**config.mk**
```make
export PLATFORM = sky130hd
export DESIGN_NAME = fastcall_entry
export DESIGN_NICKNAME = d
export VERILOG_FILES = /design/src/rtl/fce_pkg.sv /design/src/rtl/fce_selgen.sv /design/src/rtl/fce_flagcalc.sv /design/src/rtl/fce_target.sv /design/src/rtl/fastcall_entry.sv
export SDC_FILE = /design/constraint.sdc
export NUM_CORES = 1
export LEC_CHECK = 0
export BUFFER_PORTS_ARGS = -buffer_cell sky130_fd_sc_hd__buf_2
export CAP_MARGIN = 25
export CORE_AREA = 2 2 233 235
export DETAILED_ROUTE_END_ITERATION = 7
export DIE_AREA = 0 0 235 237
export PLACE_DENSITY = 0.67
export SLEW_MARGIN = 25
export SYNTH_ARGS = -nofsm -noshare
export SYNTH_HDL_FRONTEND = slang
export SYNTH_SLANG_ARGS = --single-unit
```
**constraint.sdc**
```tcl
create_clock -name clk -period 2.4 [get_ports clk]
set_input_delay 0.24 -clock clk [delete_from_list [all_inputs] [get_ports clk]]
set_output_delay 0.24 -clock clk [all_outputs]
set_load 0.02 [all_outputs]
```
**src/rtl/fce_pkg.sv**
```systemverilog
package fce_pkg;
    // Attribute word bit positions (decoded by the segment cache).
    localparam int ATTR_W  = 8;
    localparam int AB_ACC  = 0;
    localparam int AB_RW   = 1;
    localparam int AB_CODE = 2;
    localparam int AB_SYS  = 3;
    localparam int AB_PRES = 4;
    localparam int AB_LONG = 5;
    localparam int AB_DSZ  = 6;
    localparam int AB_GRAN = 7;

    // Flag bit positions.
    localparam int FB_IF = 9;
    localparam int FB_RF = 16;
    localparam int FB_VM = 17;

    typedef enum logic [1:0] {
        ST_IDLE   = 2'd0,
        ST_EVAL   = 2'd1,
        ST_REPORT = 2'd2
    } fce_state_e;
endpackage

```
**src/rtl/fce_selgen.sv**
```systemverilog
module fce_selgen
    import fce_pkg::*;
#(
    parameter int DATA_W  = 64,
    parameter int SEL_W   = 16,
    parameter int SEL_LSB = 32
) (
    input  logic [DATA_W-1:0] tsel,
    input  logic              long_mode,
    output logic [SEL_W-1:0]  cs_sel,
    output logic [SEL_W-1:0]  ss_sel,
    output logic [ATTR_W-1:0] cs_attr,
    output logic [ATTR_W-1:0] ss_attr
);
    localparam logic [SEL_W-1:0] RPL_CLR  = ~SEL_W'(3);
    localparam logic [SEL_W-1:0] SS_STEP  = SEL_W'(8);

    logic [SEL_W-1:0] base_sel;
    logic [ATTR_W-1:0] common_attr;

    assign base_sel = tsel[SEL_LSB +: SEL_W];

    always_comb begin
        common_attr = '0;
        common_attr[AB_GRAN] = 1'b1;
        common_attr[AB_PRES] = 1'b1;
        common_attr[AB_SYS]  = 1'b1;
        common_attr[AB_ACC]  = 1'b1;
        common_attr[AB_RW]   = 1'b1;
    end

    always_comb begin
        cs_sel = base_sel & RPL_CLR;
        ss_sel = (base_sel + SS_STEP) & RPL_CLR;

        cs_attr = common_attr;
        cs_attr[AB_CODE] = 1'b1;
        if (long_mode) begin
            cs_attr[AB_LONG] = 1'b1;
        end else begin
            cs_attr[AB_DSZ]  = 1'b1;
        end

        ss_attr = common_attr;
        ss_attr[AB_DSZ] = 1'b1;
    end
endmodule

```
**src/rtl/fce_flagcalc.sv**
```systemverilog
module fce_flagcalc
    import fce_pkg::*;
#(
    parameter int FLAG_W = 32
) (
    input  logic [FLAG_W-1:0] flags_in,
    input  logic [FLAG_W-1:0] fmask,
    input  logic              long_mode,
    output logic [FLAG_W-1:0] new_flags,
    output logic [FLAG_W-1:0] saved_flags
);
    logic [FLAG_W-1:0] rf_bit;
    logic [FLAG_W-1:0] legacy_clr;

    always_comb begin
        rf_bit = '0;
        rf_bit[FB_RF] = 1'b1;
        legacy_clr = rf_bit;
        legacy_clr[FB_IF] = 1'b1;
        legacy_clr[FB_VM] = 1'b1;
    end

    always_comb begin
        saved_flags = flags_in & ~rf_bit;
        if (long_mode) begin
            new_flags = flags_in & ~(fmask | rf_bit);
        end else begin
            new_flags = flags_in & ~legacy_clr;
        end
    end
endmodule

```
**src/rtl/fce_target.sv**
```systemverilog
module fce_target #(
    parameter int DATA_W   = 64,
    parameter int LEN_W    = 4,
    parameter int NARROW_W = 32
) (
    input  logic [DATA_W-1:0] rip,
    input  logic [LEN_W-1:0]  ilen,
    input  logic [DATA_W-1:0] tsel,
    input  logic [DATA_W-1:0] tgt64,
    input  logic [DATA_W-1:0] tgtc,
    input  logic              long_mode,
    input  logic              cs64,
    output logic [DATA_W-1:0] ret_addr,
    output logic [DATA_W-1:0] entry_ip
);
    localparam int PAD_W = DATA_W - NARROW_W;

    logic [DATA_W-1:0] next_ip;

    assign next_ip = rip + DATA_W'(ilen);

    always_comb begin
        if (long_mode) begin
            ret_addr = next_ip;
            entry_ip = cs64 ? tgt64 : tgtc;
        end else begin
            ret_addr = {{PAD_W{1'b0}}, next_ip[NARROW_W-1:0]};
            entry_ip = {{PAD_W{1'b0}}, tsel[NARROW_W-1:0]};
        end
    end
endmodule

```
**src/rtl/fastcall_entry.sv**
```systemverilog
module fastcall_entry
    import fce_pkg::*;
#(
    parameter int DATA_W  = 64,
    parameter int FLAG_W  = 32,
    parameter int LEN_W   = 4,
    parameter int SEL_W   = 16,
    parameter int LIMIT_W = 32
) (
    input  logic               clk,
    input  logic               rst_n,
    input  logic               start_i,
    input  logic [DATA_W-1:0]  rip_i,
    input  logic [LEN_W-1:0]   ilen_i,
    input  logic [FLAG_W-1:0]  rflags_i,
    input  logic               feat_en_i,
    input  logic               lma_i,
    input  logic               cs64_i,
    input  logic [DATA_W-1:0]  tsel_i,
    input  logic [DATA_W-1:0]  tgt64_i,
    input  logic [DATA_W-1:0]  tgtc_i,
    input  logic [FLAG_W-1:0]  fmask_i,
    output logic               done_o,
    output logic               ud_fault_o,
    output logic [SEL_W-1:0]   cs_sel_o,
    output logic [SEL_W-1:0]   ss_sel_o,
    output logic [ATTR_W-1:0]  cs_attr_o,
    output logic [ATTR_W-1:0]  ss_attr_o,
    output logic [LIMIT_W-1:0] seg_limit_o,
    output logic [DATA_W-1:0]  ret_addr_o,
    output logic [FLAG_W-1:0]  saved_flags_o,
    output logic               saved_we_o,
    output logic [FLAG_W-1:0]  flags_o,
    output logic [DATA_W-1:0]  ip_o
);
    localparam logic [LIMIT_W-1:0] FLAT_LIMIT = '1;

    fce_state_e state_q, state_nx;

    // Captured request
    logic [DATA_W-1:0] rip_q, tsel_q, tgt64_q, tgtc_q;
    logic [LEN_W-1:0]  ilen_q;
    logic [FLAG_W-1:0] rflags_q, fmask_q;
    logic              feat_q, lma_q, cs64_q;

    // Datapath results
    logic [SEL_W-1:0]  cs_sel_c, ss_sel_c;
    logic [ATTR_W-1:0] cs_attr_c, ss_attr_c;
    logic [FLAG_W-1:0] new_flags_c, saved_flags_c;
    logic [DATA_W-1:0] ret_addr_c, entry_ip_c;

    logic accept;
    assign accept = (state_q == ST_IDLE) && start_i;

    // State register
    always_ff @(posedge clk or negedge rst_n) begin
        if (!rst_n) begin
            state_q <= ST_IDLE;
        end else begin
            state_q <= state_nx;
        end
    end

    // Transitions
    always_comb begin
        state_nx = state_q;
        unique case (state_q)
            ST_IDLE:   if (start_i) state_nx = ST_EVAL;
            ST_EVAL:   state_nx = ST_REPORT;
            ST_REPORT: state_nx = ST_IDLE;
            default:   state_nx = ST_IDLE;
        endcase
    end

    // Request capture
    always_ff @(posedge clk or negedge rst_n) begin
        if (!rst_n) begin
            rip_q    <= '0;
            tsel_q   <= '0;
            tgt64_q  <= '0;
            tgtc_q   <= '0;
            ilen_q   <= '0;
            rflags_q <= '0;
            fmask_q  <= '0;
            feat_q   <= 1'b0;
            lma_q    <= 1'b0;
            cs64_q   <= 1'b0;
        end else if (accept) begin
            rip_q    <= rip_i;
            tsel_q   <= tsel_i;
            tgt64_q  <= tgt64_i;
            tgtc_q   <= tgtc_i;
            ilen_q   <= ilen_i;
            rflags_q <= rflags_i;
            fmask_q  <= fmask_i;
            feat_q   <= feat_en_i;
            lma_q    <= lma_i;
            cs64_q   <= cs64_i;
        end
    end

    fce_selgen #(
        .DATA_W (DATA_W),
        .SEL_W  (SEL_W)
    ) u_selgen (
        .tsel      (tsel_q),
        .long_mode (lma_q),
        .cs_sel    (cs_sel_c),
        .ss_sel    (ss_sel_c),
        .cs_attr   (cs_attr_c),
        .ss_attr   (ss_attr_c)
    );

    fce_flagcalc #(
        .FLAG_W (FLAG_W)
    ) u_flagcalc (
        .flags_in    (rflags_q),
        .fmask       (fmask_q),
        .long_mode   (lma_q),
        .new_flags   (new_flags_c),
        .saved_flags (saved_flags_c)
    );

    fce_target #(
        .DATA_W (DATA_W),
        .LEN_W  (LEN_W)
    ) u_target (
        .rip       (rip_q),
        .ilen      (ilen_q),
        .tsel      (tsel_q),
        .tgt64     (tgt64_q),
        .tgtc      (tgtc_q),
        .long_mode (lma_q),
        .cs64      (cs64_q),
        .ret_addr  (ret_addr_c),
        .entry_ip  (entry_ip_c)
    );

    // Outputs
    always_ff @(posedge clk or negedge rst_n) begin
        if (!rst_n) begin
            done_o        <= 1'b0;
            ud_fault_o    <= 1'b0;
            cs_sel_o      <= '0;
            ss_sel_o      <= '0;
            cs_attr_o     <= '0;
            ss_attr_o     <= '0;
            seg_limit_o   <= '0;
            ret_addr_o    <= '0;
            saved_flags_o <= '0;
            saved_we_o    <= 1'b0;
            flags_o       <= '0;
            ip_o          <= '0;
        end else begin
            done_o     <= 1'b0;
            ud_fault_o <= 1'b0;
            if (state_q == ST_EVAL) begin
                if (!feat_q) begin
                    ud_fault_o <= 1'b1;
                end else begin
                    done_o      <= 1'b1;
                    cs_sel_o    <= cs_sel_c;
                    ss_sel_o    <= ss_sel_c;
                    cs_attr_o   <= cs_attr_c;
                    ss_attr_o   <= ss_attr_c;
                    seg_limit_o <= FLAT_LIMIT;
                    ret_addr_o  <= ret_addr_c;
                    flags_o     <= new_flags_c;
                    ip_o        <= entry_ip_c;
                    saved_we_o  <= lma_q;
                    if (lma_q) begin
                        saved_flags_o <= saved_flags_c;
                    end
                end
            end
        end
    end


    excl_pulse_chk: assert property (@(posedge clk) disable iff (!rst_n)
        !(done_o && ud_fault_o));


    done_pulse_chk: assert property (@(posedge clk) disable iff (!rst_n)
        done_o |=> !done_o);


    resp_latency_chk: assert property (@(posedge clk) disable iff (!rst_n)
        accept |=> ##1 (done_o || ud_fault_o));


    fault_hold_chk: assert property (@(posedge clk) disable iff (!rst_n)
        ud_fault_o |-> ($stable(ip_o) && $stable(flags_o) && $stable(ret_addr_o)
                        && $stable(cs_sel_o) && $stable(saved_flags_o)));


    sel_step_chk: assert property (@(posedge clk) disable iff (!rst_n)
        done_o |-> (cs_sel_o[1:0] == 2'b00 && ss_sel_o == cs_sel_o + SEL_W'(8)));


    cs_width_chk: assert property (@(posedge clk) disable iff (!rst_n)
        done_o |-> (cs_attr_o[AB_LONG] != cs_attr_o[AB_DSZ]));


    rf_clear_chk: assert property (@(posedge clk) disable iff (!rst_n)
        done_o |-> !flags_o[FB_RF]);


    legacy_we_chk: assert property (@(posedge clk) disable iff (!rst_n)
        (done_o && !saved_we_o) |-> $stable(saved_flags_o));
endmodule

```
==> results of run 1 <==
## area by class of cell
type	instances	area, µm²
inverter	7	27.5
multi-input combinational	1159	8340
timing repair buffer	932	6660
clock inverter	13	164
clock buffer	87	1690
antenna	16	40.0
tap	696	871
fill	4209	22200
sequential	531	13300
## final timing paths
path | start | endpoint
max | rip_q[0]$_DFFE_PN0P_ | ret_addr_o[20]$_DFFE_PN0P_
min | lma_i | lma_q$_DFFE_PN0P_
max reg2reg | rip_q[0]$_DFFE_PN0P_ | ret_addr_o[20]$_DFFE_PN0P_
min reg2reg | flags_o[22]$_DFFE_PN0P_ | flags_o[22]$_DFFE_PN0P_
max in group asynchronous | rst_n | tgt64_q[53]$_DFFE_PN0P_
min in group asynchronous | rst_n | tgtc_q[16]$_DFFE_PN0P_
## metal layers
metal,wire [µm],up-vias,share of wire
met4,3280,8,0.051
met1,25500,8680,0.39
met3,3590,191,0.055
li1,-,7988,-
met2,32600,586,0.50
met5,55,-,0.00085
## what timing repair did
item / CTS / global route
setup endpoints to repair: 1 / 24
gates resized for setup: 0 / 8
hold buffers: 307 / 0
buffers inserted: 2 / 1
pin swaps: 1 / 0
gates cloned: 0 / 0
endpoints found under the hold margin: 541 / 0
## power by group through the flow
stage / clock network, mW / registers, mW / logic (mW)
final: 8.70 / 14.1 / 10.8
after global routing: 9.29 / 14.5 / 11.6
after CTS: 8.88 / 14.0 / 10.7
after detailed placement: 0 / 14.1 / 10.3
after global placement: 0 / 14.0 / 10.0
after floorplan: 0 / 15.8 / 4.46
## synth_stat cells, drive strengths merged
cell     count  area share
a211o        1     0.00039
a211oi       1     0.00034
a21o         2     0.00067
a21oi       33      0.0074
a2bb2oi      1     0.00039
and2         2     0.00056
and3        10      0.0028
and4         8      0.0031
and4b        1     0.00045
buf         83       0.024
clkbuf      73       0.012
clkinv       1     0.00017
conb         1     0.00017
dfrtp      531        0.59
fa           1     0.00089
ha           5      0.0028
inv          6      0.0010
mux2       332        0.17
mux2i       64       0.029
nand2      313       0.052
nand2b       2     0.00056
nand3       59       0.013
nand4       15      0.0042
nand4b       3      0.0015
nor2        52      0.0087
nor2b        3     0.00084
nor3        17      0.0040
nor3b        2     0.00067
nor4         5      0.0021
o211a        1     0.00045
o211ai       1     0.00034
o21ai      111       0.025
o31ai       34       0.011
xnor2       37       0.014
xor2        35       0.014
## logic make-up after synthesis
kind of cell    Yosys count  share of synthesized area
buf+inv                 163                     0.0375
flops                   531                      0.593
other cells               1                   0.000167
compound gates          185                     0.0462
mux                     396                      0.196
simple gates            492                     0.0953
xor+xnor                 72                     0.0282
fa+ha+maj                 6                    0.00369
## flip-flops by register name, indices dropped and copies added (netlist names), 31 cells and up
signal,count
rflags_q,31
tsel_q,46
saved_flags_o,31
flags_o,31
ret_addr_o,64
tgtc_q,64
fmask_q,31
ip_o,64
tgt64_q,64
rip_q,64
## critical path, stage by stage, from the launching register on
cell	delay (ps)
dfrtp_1	380
ha_1	240
fa_2	360
a211o_1	340
o211ai_1	140
buf_4	190
nor2_1	110
nand2_1	110
xor2_1	180
o21ai_0	110
==> reports/metrics.csv, run 1 <==
stage;metric;value;unit
power;power_density;1080;nW/µm²
placement;port_buffers;576;
power;ir_worst_vdd;857;µV
critical_path;endpoint_kind;flop;
critical_path;cp_max_fo;3;
critical_path;path_class;reg -> reg;
global_route;met2_usage;0.391;
timing;min_period;2330;ps
power;p_comb_frac;0.321;
power;p_switching;11.9;mW
timing;drv_slew;0;
layout;final_common_cell;buf_2;
synthesis;avgSynthCellArea;12.1;µm²
timing;fmax;0.428;GHz
floorplan;ioPinCount;605;
routing;dr.pass1.iters;5;
placement;placed_cell_area;26100;µm²
run_status;status;finished, final reports clean;
power;intPower;21.7;mW
timing;slew_headroom;0.427;
timing;fin_skew;22.8;ps
critical_path;rrSetupSlack;70;ps
synthesis;ys_seq_elements;531;
global_route;grt_pass1_wl;102000;µm
layout;final_layout_size_suffix_gt1_frac;0.389;
floorplan;core;53300;µm²
synthesis;synthesis.area;22400;µm²
clock_tree;clockBufferDepth;3;
global_route;antenna_found_initial;21;
floorplan;die_w;235;µm
routing;via_per_inst;5.07;
global_route;grt_max_degree;121;
layout;area_delta_synth_final;38.8;%
timing;holdWs;78.7;ps
critical_path;required;2830;ps
placement;dp_hpwl;42600;µm
power;p_sw_frac;0.354;
floorplan;start_util;0.420;
clock_tree;cts_root_buf;clkbuf_16;
routing;routed_wl;65000;µm
timing;final.setup.worst_slack;65.0;ps
critical_path;reg2reg_depth;9;
global_route;grt.busiest_layer;met2;
critical_path;cp-start-kind;flop;
power;pwr-share-seq;0.420;
placement;routabilityCongestion;0.834;
timing;setup_violations;0;
clock_tree;cts.reportedPaths.clkPinSlew;60;ps
floorplan;rows;85;
timing;final.period_utilization;0.973;
clock_tree;cts_buffers;56;
global_route;met3_usage;0.0509;
layout;nNetsFinal;3023;
clock_tree;clk-insertion-delay-late;600;ps
timing;hold_viol;0;
clock_tree;cts_htree_levels;2;
layout;instances_no_fill;3441;
layout;post-route-util;0.583;
placement;pre_cts_ws;-26.5;ps
global_route;track_usage;0.228;
min_path;min_delay_path_depth;3;
min_path;hp-class;in -> reg;
timing;timing.setup.tns;0;ps
floorplan;die_area;55700;µm²
routing;wl_per_cell;18.9;µm
power;clockPowerShare;0.259;
critical_path;cp.arrival;2770;ps
clock_tree;cts_tree;done;
floorplan;fp.dieH;237;µm
routing;drtIter0Drc;859;
synthesis;synthDistinctLibCells;43;
routing;drc;0;
power;p_leak;14.6;nW
synthesis;syn_inst;1846;
power;power;33.6;mW
layout;finalInstanceArea;31100;µm²
timing;worst_slew_pin_slew;860;ps
clock_tree;clock_sinks;531;
global_route;met1_usage;0.272;
global_route;grt.overflow.total;0;
routing;detailroute.via_count;17453;
synthesis;yosysSeqAreaShare;0.593;
layout;final_cell_mix;buf_2 (575), dfrtp_1 (530), mux2_2 (332), nand2_1 (311), dlygate4sd3_1 (307);
synthesis;yosysWarningCount;0;
placement;place_inst;3015;
run;drv_cap;0;
global_route;grt_pass1_vias;18558;
routing;ant_nets;0;
Power figures use the tool's default switching activity.
==> run 2, diff against run 1 <==
CORE_AREA = default   (was 2 2 233 235)
CORE_ASPECT_RATIO = 1.2   (was default)
CORE_MARGIN = 2   (was default)
CORE_UTILIZATION = 35   (was default)
DIE_AREA = default   (was 0 0 235 237)
PLACE_DENSITY = 0.58   (was 0.67)
==> reports/metrics.csv, run 2 (synthesis gave the netlist of run 1 again) <==
stage;metric;value;unit;change
critical_path;rrSetupSlack;170;ps;+100 ps
global_route;track_usage;0.191;;-0.0371
global_route;grt_pass1_wl;101000;µm;-0.99%
timing;fin_skew;24.5;ps;+1.66 ps
power;power_density;1070;nW/µm²;-0.51%
layout;final_common_cell;buf_2;;
routing;drtIter0Drc;738;;-14%
placement;placed_cell_area;26200;µm²;+0.68%
critical_path;endpoint_kind;flop;;
timing;hold_viol;0;;unchanged
layout;area_delta_synth_final;39.6;%;
run_status;status;finished, final reports clean;;
routing;routed_wl;64700;µm;-0.46%
routing;via_per_inst;4.79;;-5.6%
timing;slew_headroom;0.454;;+0.0278
clock_tree;cts_buffers;56;;unchanged
clock_tree;cts_tree;done;;
critical_path;reg2reg_depth;9;;unchanged
critical_path;path_class;reg -> reg;;
power;p_leak;14.6;nW;+0.52%
critical_path;cp_max_fo;9;;+6
timing;fmax;0.447;GHz;+4.5%
timing;timing.setup.tns;0;ps;unchanged
floorplan;core;63300;µm²;+19%
layout;final_cell_mix;buf_2 (575), dfrtp_1 (530), mux2_2 (332), nand2_1 (311), dlygate4sd3_1 (308);;
critical_path;timing.rr.end;ret_addr_o[45]$_DFFE_PN0P_;;
clock_tree;cts_htree_levels;2;;unchanged
critical_path;r2r-start;ilen_q[3]$_DFFE_PN0P_;;
clock_tree;cts.reportedPaths.clkPinSlew;60;ps;about the same
layout;finalInstanceArea;31300;µm²;+0.53%
timing;setup_violations;0;;unchanged
global_route;antenna_found_initial;4;;-81%
layout;nNetsFinal;3041;;+0.60%
run;drv_cap;0;;unchanged
layout;final_layout_size_suffix_gt1_frac;0.394;;+0.00554
critical_path;cp-start-kind;flop;;
global_route;grt.overflow.total;0;;unchanged
clock_tree;clockBufferDepth;3;;unchanged
critical_path;required;2880;ps;+50 ps
floorplan;rows;101;;+19%
floorplan;die_area;66000;µm²;+19%
clock_tree;clock_sinks;531;;unchanged
timing;min_period;2230;ps;-100 ps
placement;routabilityCongestion;0.843;;+1.1%
routing;detailroute.via_count;17131;;-1.8%
timing;rsz0062_at_grt;no;;
routing;wl_per_cell;18.1;µm;-4.2%
placement;place_inst;3162;;+4.9%
floorplan;start_util;0.354;;-0.0666
placement;dp_hpwl;44500;µm;+4.5%
power;ir_worst_vdd;708;µV;-17%
global_route;grt_max_degree;169;;+40%
global_route;grt_pass1_vias;18188;;-2.0%
critical_path;cp.arrival;2710;ps;-60 ps
layout;post-route-util;0.494;;-0.0898
floorplan;fp.dieH;281;µm;+19%
floorplan;die_w;235;µm;about the same
routing;drc;0;;unchanged
timing;final.period_utilization;0.931;;-0.0417
clock_tree;clk-insertion-delay-late;610;ps;about the same
placement;port_buffers;576;;unchanged
routing;ant_nets;0;;unchanged
routing;dr.pass1.iters;5;;unchanged
timing;drv_slew;0;;unchanged
timing;worst_slew_pin_slew;818;ps;-41.8 ps
layout;instances_no_fill;3577;;+4.0%
min_path;hp-class;in -> async;;
clock_tree;cts_root_buf;clkbuf_16;;
floorplan;ioPinCount;605;;unchanged
## run 2: cell types whose count changed in the layout (fill, tap and decap cells not counted), moves of 3 or more
cell and change:
buf_4 +26, clkbuf_1 -7, clkinv_4 +3, buf_12 -10, nor4_1 +3, clkbuf_8 -3
clkinv_2 +8, nor4_2 -3, diode_2 -12
## run 2: worst max-delay path by stage
stage | from | endpoint | slack [ps] | depth (start not counted)
floorplan | rip_q[0]$_DFFE_PN0P_ | ret_addr_o[12]$_DFFE_PN0P_ | 280 | 8
global placement | rip_q[0]$_DFFE_PN0P_ | ret_addr_o[62]$_DFFE_PN0P_ | 100 | 8
detailed placement | rip_q[0]$_DFFE_PN0P_ | ret_addr_o[52]$_DFFE_PN0P_ | 100 | 8
CTS | rip_q[0]$_DFFE_PN0P_ | ret_addr_o[52]$_DFFE_PN0P_ | 80 | 8
global route | rip_q[0]$_DFFE_PN0P_ | ret_addr_o[22]$_DFFE_PN0P_ | 20 | 9
finish | ilen_q[3]$_DFFE_PN0P_ | ret_addr_o[45]$_DFFE_PN0P_ | 170 | 9
## run 2: metal layers
layer	wire (µm)	part of all wire	track usage	vias to the layer above
li1	-	-	-	8016
met1	25400	0.39	0.222	8470
met2	33600	0.52	0.343	493
met3	3240	0.050	0.0391	152
met4	2480	0.038	0.0787	0
met5	0	0	0	-
## run 2: metrics by stage
step	worst slack, ps	total power, mW	hold slack [ps]
after floorplan	284	20.3	-55.6
after global placement	98.9	24.2	256
after detailed placement	95.6	24.5	264
after CTS	83.9	34.0	198
after global routing	15.7	35.5	231
final	165	33.6	192
## run 2: worst max-delay path: stages, from the launching register on
cell and delay [ps]:
dfrtp_1 380, ha_1 390, nand3_1 120, a2bb2oi_1 160
buf_4 160, nand2b_1 140, buf_4 180, nor4_1 340
xnor2_1 170, o21ai_1 70
## run 2: report_power, final
group | leakage, nW | switching [mW] | internal [mW]
registers | 6.43 | 2.08 | 12.0
logic | 7.27 | 6.08 | 4.53
clock network | 0.940 | 3.72 | 5.16
total | 14.6 | 11.9 | 21.7
## run 2: timing repair
action                                  4_1_cts  5_1_grt
endpoints found under the setup margin        0       17
buffers inserted                              0        1
hold buffers                                308        0
gates resized for setup                       0        6
hold endpoints to repair                    347        0
## run 2: final cells by class
cell class / instances / area, µm²
Multi-Input combinational cell: 1159 / 8320
Timing Repair Buffer: 950 / 6680
Clock inverter: 25 / 272
Sequential cell: 531 / 13300
Inverter: 7 / 27.5
Tap cell: 824 / 1030
Fill cell: 5626 / 32100
Antenna cell: 4 / 10.0
Clock buffer: 77 / 1620
